## config.mk

```make
export PLATFORM = sky130hd
export DESIGN_NAME = sched_decide
export DESIGN_NICKNAME = d
export VERILOG_FILES = /design/src/rtl/sched_pkg.sv /design/src/rtl/sched_gate.sv /design/src/rtl/sched_cmp.sv /design/src/rtl/sched_run.sv /design/src/rtl/sched_decide.sv
export SDC_FILE = /design/constraint.sdc
export NUM_CORES = 1
export LEC_CHECK = 0
export CAP_MARGIN = 20
export CORE_UTILIZATION = 41
export CTS_BUF_LIST = sky130_fd_sc_hd__clkbuf_4 sky130_fd_sc_hd__clkbuf_8
export CTS_CLUSTER_DIAMETER = 200
export DETAILED_ROUTE_END_ITERATION = 8
export PLACE_DENSITY = 0.8
export SYNTH_ARGS = -nofsm -noshare
export SYNTH_HDL_FRONTEND = slang
export SYNTH_HIERARCHICAL = 1
export SYNTH_SLANG_ARGS = --single-unit
```

## constraint.sdc

```tcl
create_clock -name clk -period 3.07 [get_ports clk]
set_clock_uncertainty 0.2 [all_clocks]
set_input_delay 0.4605 -clock clk [delete_from_list [all_inputs] [get_ports clk]]
set_output_delay 0.4605 -clock clk [all_outputs]
set_load 0.005 [all_outputs]
```

## src/rtl/sched_pkg.sv

```systemverilog
package sched_pkg;

  localparam int WIDE = 16;

  typedef enum logic [1:0] {
    DEC_NONE   = 2'd0,
    DEC_SWITCH = 2'd1,
    DEC_DROP   = 2'd2
  } dec_e;

  // True when cand is strictly better than cur under the given polarity.
  function automatic logic prio_beats(input logic [WIDE-1:0] cand,
                                      input logic [WIDE-1:0] cur,
                                      input logic            low_wins);
    if (low_wins) return cand < cur;
    return cand > cur;
  endfunction

  // Decision from the comparison and the state flags.
  function automatic dec_e pick(input logic hv, input logic rv,
                                input logic cr, input logic better);
    if (!rv)   return hv ? DEC_SWITCH : DEC_NONE;
    if (!cr)   return hv ? DEC_SWITCH : DEC_DROP;
    if (hv && better) return DEC_SWITCH;
    return DEC_NONE;
  endfunction

endpackage

```

## src/rtl/sched_gate.sv

```systemverilog
module sched_gate (
  input  logic clk,
  input  logic rst_n,
  input  logic sched_req,
  input  logic busy,
  input  logic in_isr,
  input  logic pend_clr,
  output logic eval_go,
  output logic pend_q
);
  logic gate_open;
  logic want;

  assign gate_open = !busy && !in_isr;
  assign want      = sched_req || pend_q;
  assign eval_go   = want && gate_open && !pend_clr;

  always_ff @(posedge clk or negedge rst_n) begin
    if (!rst_n)          pend_q <= 1'b0;
    else if (pend_clr)   pend_q <= 1'b0;
    else if (eval_go)    pend_q <= 1'b0;
    else if (sched_req)  pend_q <= 1'b1;
  end
endmodule

```

## src/rtl/sched_cmp.sv

```systemverilog
module sched_cmp #(
  parameter int PW       = 6,
  parameter bit LOW_WINS = 1'b1
) (
  input  logic [PW-1:0]      hi_prio,
  input  logic               hi_valid,
  input  logic [PW-1:0]      run_id,
  input  logic               run_valid,
  input  logic               cur_ready,
  output sched_pkg::dec_e    dec,
  output logic               better
);
  generate
    if (LOW_WINS) begin : g_low
      assign better = hi_prio < run_id;
    end else begin : g_high
      assign better = hi_prio > run_id;
    end
  endgenerate

  always_comb begin
    dec = sched_pkg::pick(hi_valid, run_valid, cur_ready, better);
  end
endmodule

```

## src/rtl/sched_run.sv

```systemverilog
module sched_run #(
  parameter int PW = 6
) (
  input  logic            clk,
  input  logic            rst_n,
  input  logic            eval_go,
  input  sched_pkg::dec_e dec,
  input  logic [PW-1:0]   hi_prio,
  output logic            sw_pulse,
  output logic [PW-1:0]   next_id,
  output logic [PW-1:0]   run_id,
  output logic            run_valid
);
  logic do_switch;
  logic do_drop;

  assign do_switch = eval_go && (dec == sched_pkg::DEC_SWITCH);
  assign do_drop   = eval_go && (dec == sched_pkg::DEC_DROP);

  always_ff @(posedge clk or negedge rst_n) begin
    if (!rst_n) begin
      sw_pulse  <= 1'b0;
      next_id   <= '0;
      run_id    <= '0;
      run_valid <= 1'b0;
    end else begin
      sw_pulse <= do_switch;
      if (do_switch) begin
        next_id   <= hi_prio;
        run_id    <= hi_prio;
        run_valid <= 1'b1;
      end else if (do_drop) begin
        run_valid <= 1'b0;
      end
    end
  end
endmodule

```

## src/rtl/sched_decide.sv

```systemverilog
module sched_decide #(
  parameter int PW       = 6,
  parameter bit LOW_WINS = 1'b1
) (
  input  logic          clk,
  input  logic          rst_n,
  input  logic          sched_req,
  input  logic [PW-1:0] hi_prio,
  input  logic          hi_valid,
  input  logic          cur_ready,
  input  logic          busy,
  input  logic          in_isr,
  input  logic          pend_clr,
  output logic          sw_pulse,
  output logic [PW-1:0] next_id,
  output logic [PW-1:0] run_id,
  output logic          run_valid
);
  logic            eval_go;
  logic            pend_q;
  logic            better;
  sched_pkg::dec_e dec;

  sched_gate u_gate (
    .clk(clk), .rst_n(rst_n), .sched_req(sched_req), .busy(busy),
    .in_isr(in_isr), .pend_clr(pend_clr), .eval_go(eval_go), .pend_q(pend_q)
  );

  sched_cmp #(.PW(PW), .LOW_WINS(LOW_WINS)) u_cmp (
    .hi_prio(hi_prio), .hi_valid(hi_valid), .run_id(run_id),
    .run_valid(run_valid), .cur_ready(cur_ready), .dec(dec), .better(better)
  );

  sched_run #(.PW(PW)) u_run (
    .clk(clk), .rst_n(rst_n), .eval_go(eval_go), .dec(dec), .hi_prio(hi_prio),
    .sw_pulse(sw_pulse), .next_id(next_id), .run_id(run_id), .run_valid(run_valid)
  );
endmodule

```

==> metrics.md <==
| Metric | Value |
|---|---|
| Worst setup SP type | primary input |
| Vias | 445 |
| Core Region | 0.00132 mm2 |
| Cell count after synthesis | 52 |
| R2R cell count | 7 |
| Detailed Route Iter0 Violations | 2 |
| Share of cells above drive strength 1 | 23.4% |
| Reg2Reg Setup Slack | 0.87 ns |
| Crit path max-delay family | simple AND/OR/NAND/NOR gates |
| # diodes | 0 |
| Placed instance area | 833 um2 |
| RSZ-0062 raised after global routing | false |
| TritonCTS Sinks | 9 |
| Worst-Skew Late Latency | 0.26 ns |
| TNS Setup | 0 ns |
| Slew margin rel. | 72.3% |
| Worst path depth | 7 |
| Post-CTS sizing | 0 |
| CTS hold repair buffers | 0 |
| First-pass GRT wire length | 1720 um |
| Rows | 13 |
| Worst path max stage delay | 0.42 ns |
| DIE AREA | 0.00159 mm2 |
| Initial core utilization | 44.7% |
| Worst setup endpoint | u_run/run_id[3] |
| IO buf count | 27 |
| Yosys warning count | 6 |
| Final Critical Period | 2.41 ns |
| CTS tree | done |
| Crit path max-delay cell type | clkdlybuf4s50_1 |
| Clock Path Buffers | 2 |
| Fmax | 415 MHz |
| Worst r2r src | u_run/run_id[5] |
| Overall Global Routing Usage | 17.1% |
| Max Slew Vio Count | 0 |
| Maximum number of pins on one net before global-route repair | 10 |
| Met3 Wirelength | 73 um |
| Placer Congestion | 0.796 |
| Syn_nets | 71 |
| Final Setup Violations | 0 |
| Finished Cell Area | 863 um2 |
| Final worst path period share | 78.6% |
| DR top layer | met3 |
| DRC | 0 |
| Status | finished, final reports clean |
| P per Cell Area | 542 mW/mm2 |
| CP Launch Point | hi_prio[3] |
| Clock root buffer | clkbuf_4 |
| Detailed placement HPWL | 793 um |
| Area Overhead vs Synth | 46.5% |
| Crit-path cells | clkdlybuf4s50_1 -> ha_1 -> and4_1 -> and2_4 -> a221oi_2 -> nand3b_4 -> mux2_2 |
| Max cap viols | 0 |
| VDD IR max | 0.337 mV |
| Register clock-pin slew on the reported worst setup and hold paths | 0.06 ns |
| GRT overflow | 0 |
| Final hold violations | 0 |
| Synthesized area per cell | 11.3 um2 |
| Die width | 39.9 um |
| Hold/Removal Path Class | in -> async |
| Cell area after synthesis | 589 um2 |
| Routed Antenna Nets | 0 |
| R2r endpoint | u_run/run_id[3] |
| Htree depth | 1 |
| Worst Path Arrival | 2.36 ns |
| Fill count | 111 |
| Drt wl/cell | 10.4 um |
| CTS Buf Count | 3 |
| Setup Fix Bufs, Post-CTS | 0 |
| Worst-margin pin slew | 0.414 ns |
| Crit-path max FO | 7 |
| Chip height | 39.9 um |
| Number of buffers and inverters on the critical path | 1 |
| Via/cell ratio | 4.84 |
| Pleak | 0.408 nW |
| Initial antenna violation count | 0 |
| Fin nets | 97 |
| Critical path class | in -> reg |
| 1st-pass router iterations | 2 |
| Io pins | 28 |
| CP Capture Type | register |
| Met2 WL | 484 um |
| WP data required | 3.01 ns |
| Detailed Route WL | 953 um |
| M1 WL | 394 um |
| Vias in the first global route | 442 |
metrics by stage:
step	setup WS, ns	util (%)	instances	total power (W)	hold WS, ns
2_1_floorplan	0.881	-	52	0.000278	-0.0351
3_3_place_gp	0.402	63.2	88	0.000369	0.339
3_5_place_dp	0.354	63.2	88	0.000374	0.347
4_1_cts	0.647	65.5	92	0.000478	0.310
5_1_grt	0.495	65.5	92	0.000508	0.334
6_report	0.658	65.5	92	0.000468	0.300
worst reg2reg max path: cells and delay by family, from the launching register on:
family                     cells  cell delay, ns
AOI/OAI and AO/OA              3            0.66
DFF                            1            0.38
adders and majority gates      1            0.30
muxes                          1            0.30
and+or+nand+nor                1            0.18
buffers and inverters          1            0.06
power by group:
part           total (W)  internal (W)  switching, W  leakage (nW)
Sequential      0.000165      0.000143     0.0000217         0.111
Clock          0.0000984     0.0000588     0.0000396        0.0184
Combinational   0.000204      0.000138     0.0000660         0.278
Total           0.000468      0.000341      0.000127         0.408
state kept, by name (all words and copies together) (netlist names):
signal           cells
u_run/run_id         6
u_gate/pend_q        1
u_run/run_valid      1
u_run/sw_pulse       1
layout make-up:
class	count	area [um2]	area share, %
flip-flops and latches	9	225	26.1
well taps	15	18.8	2.17
repair buffers	27	270	31.3
multi-input cells	30	293	33.9
inverters	7	26.3	3.04
clock buffers	4	30.0	3.48
layer usage:
metal | global-route usage (%) | vias up
met4 | 7.76 | 0
met1 | 14.1 | 203
met5 | 0 | -
met3 | 8.52 | 0
met2 | 32.7 | 17
li1 | - | 225
worst min path at each step:
stage | slack, ns | endpoint | cells after the start | start
6_report | 0.30 | u_run/run_valid | 1 | rst_n
2_1_floorplan | -0.04 | u_gate/pend_q | 0 | rst_n
3_3_place_gp | 0.34 | u_run/run_id[1] | 1 | u_run/run_id[1]
4_1_cts | 0.31 | u_run/run_valid | 1 | rst_n
5_1_grt | 0.33 | u_run/run_id[0] | 1 | rst_n
3_5_place_dp | 0.35 | u_run/run_id[0] | 1 | u_run/run_id[0]
cells in the final DEF, fill, tap and decap left out, drive strengths merged:
cell and n:
nor3 1, clkdlybuf4s50 27, a221oi 1, nand2b 1, clkbuf 4, nand2 1, or2b 1, and2 2
and4 1, o2bb2ai 1, o21ai 1, nor3b 1, nor2 2, ha 5, a21oi 3, dfrtp 9
a21o 1, nand3b 1, inv 7, o21bai 1, mux2 6
(Power assumes the default switching activity.)
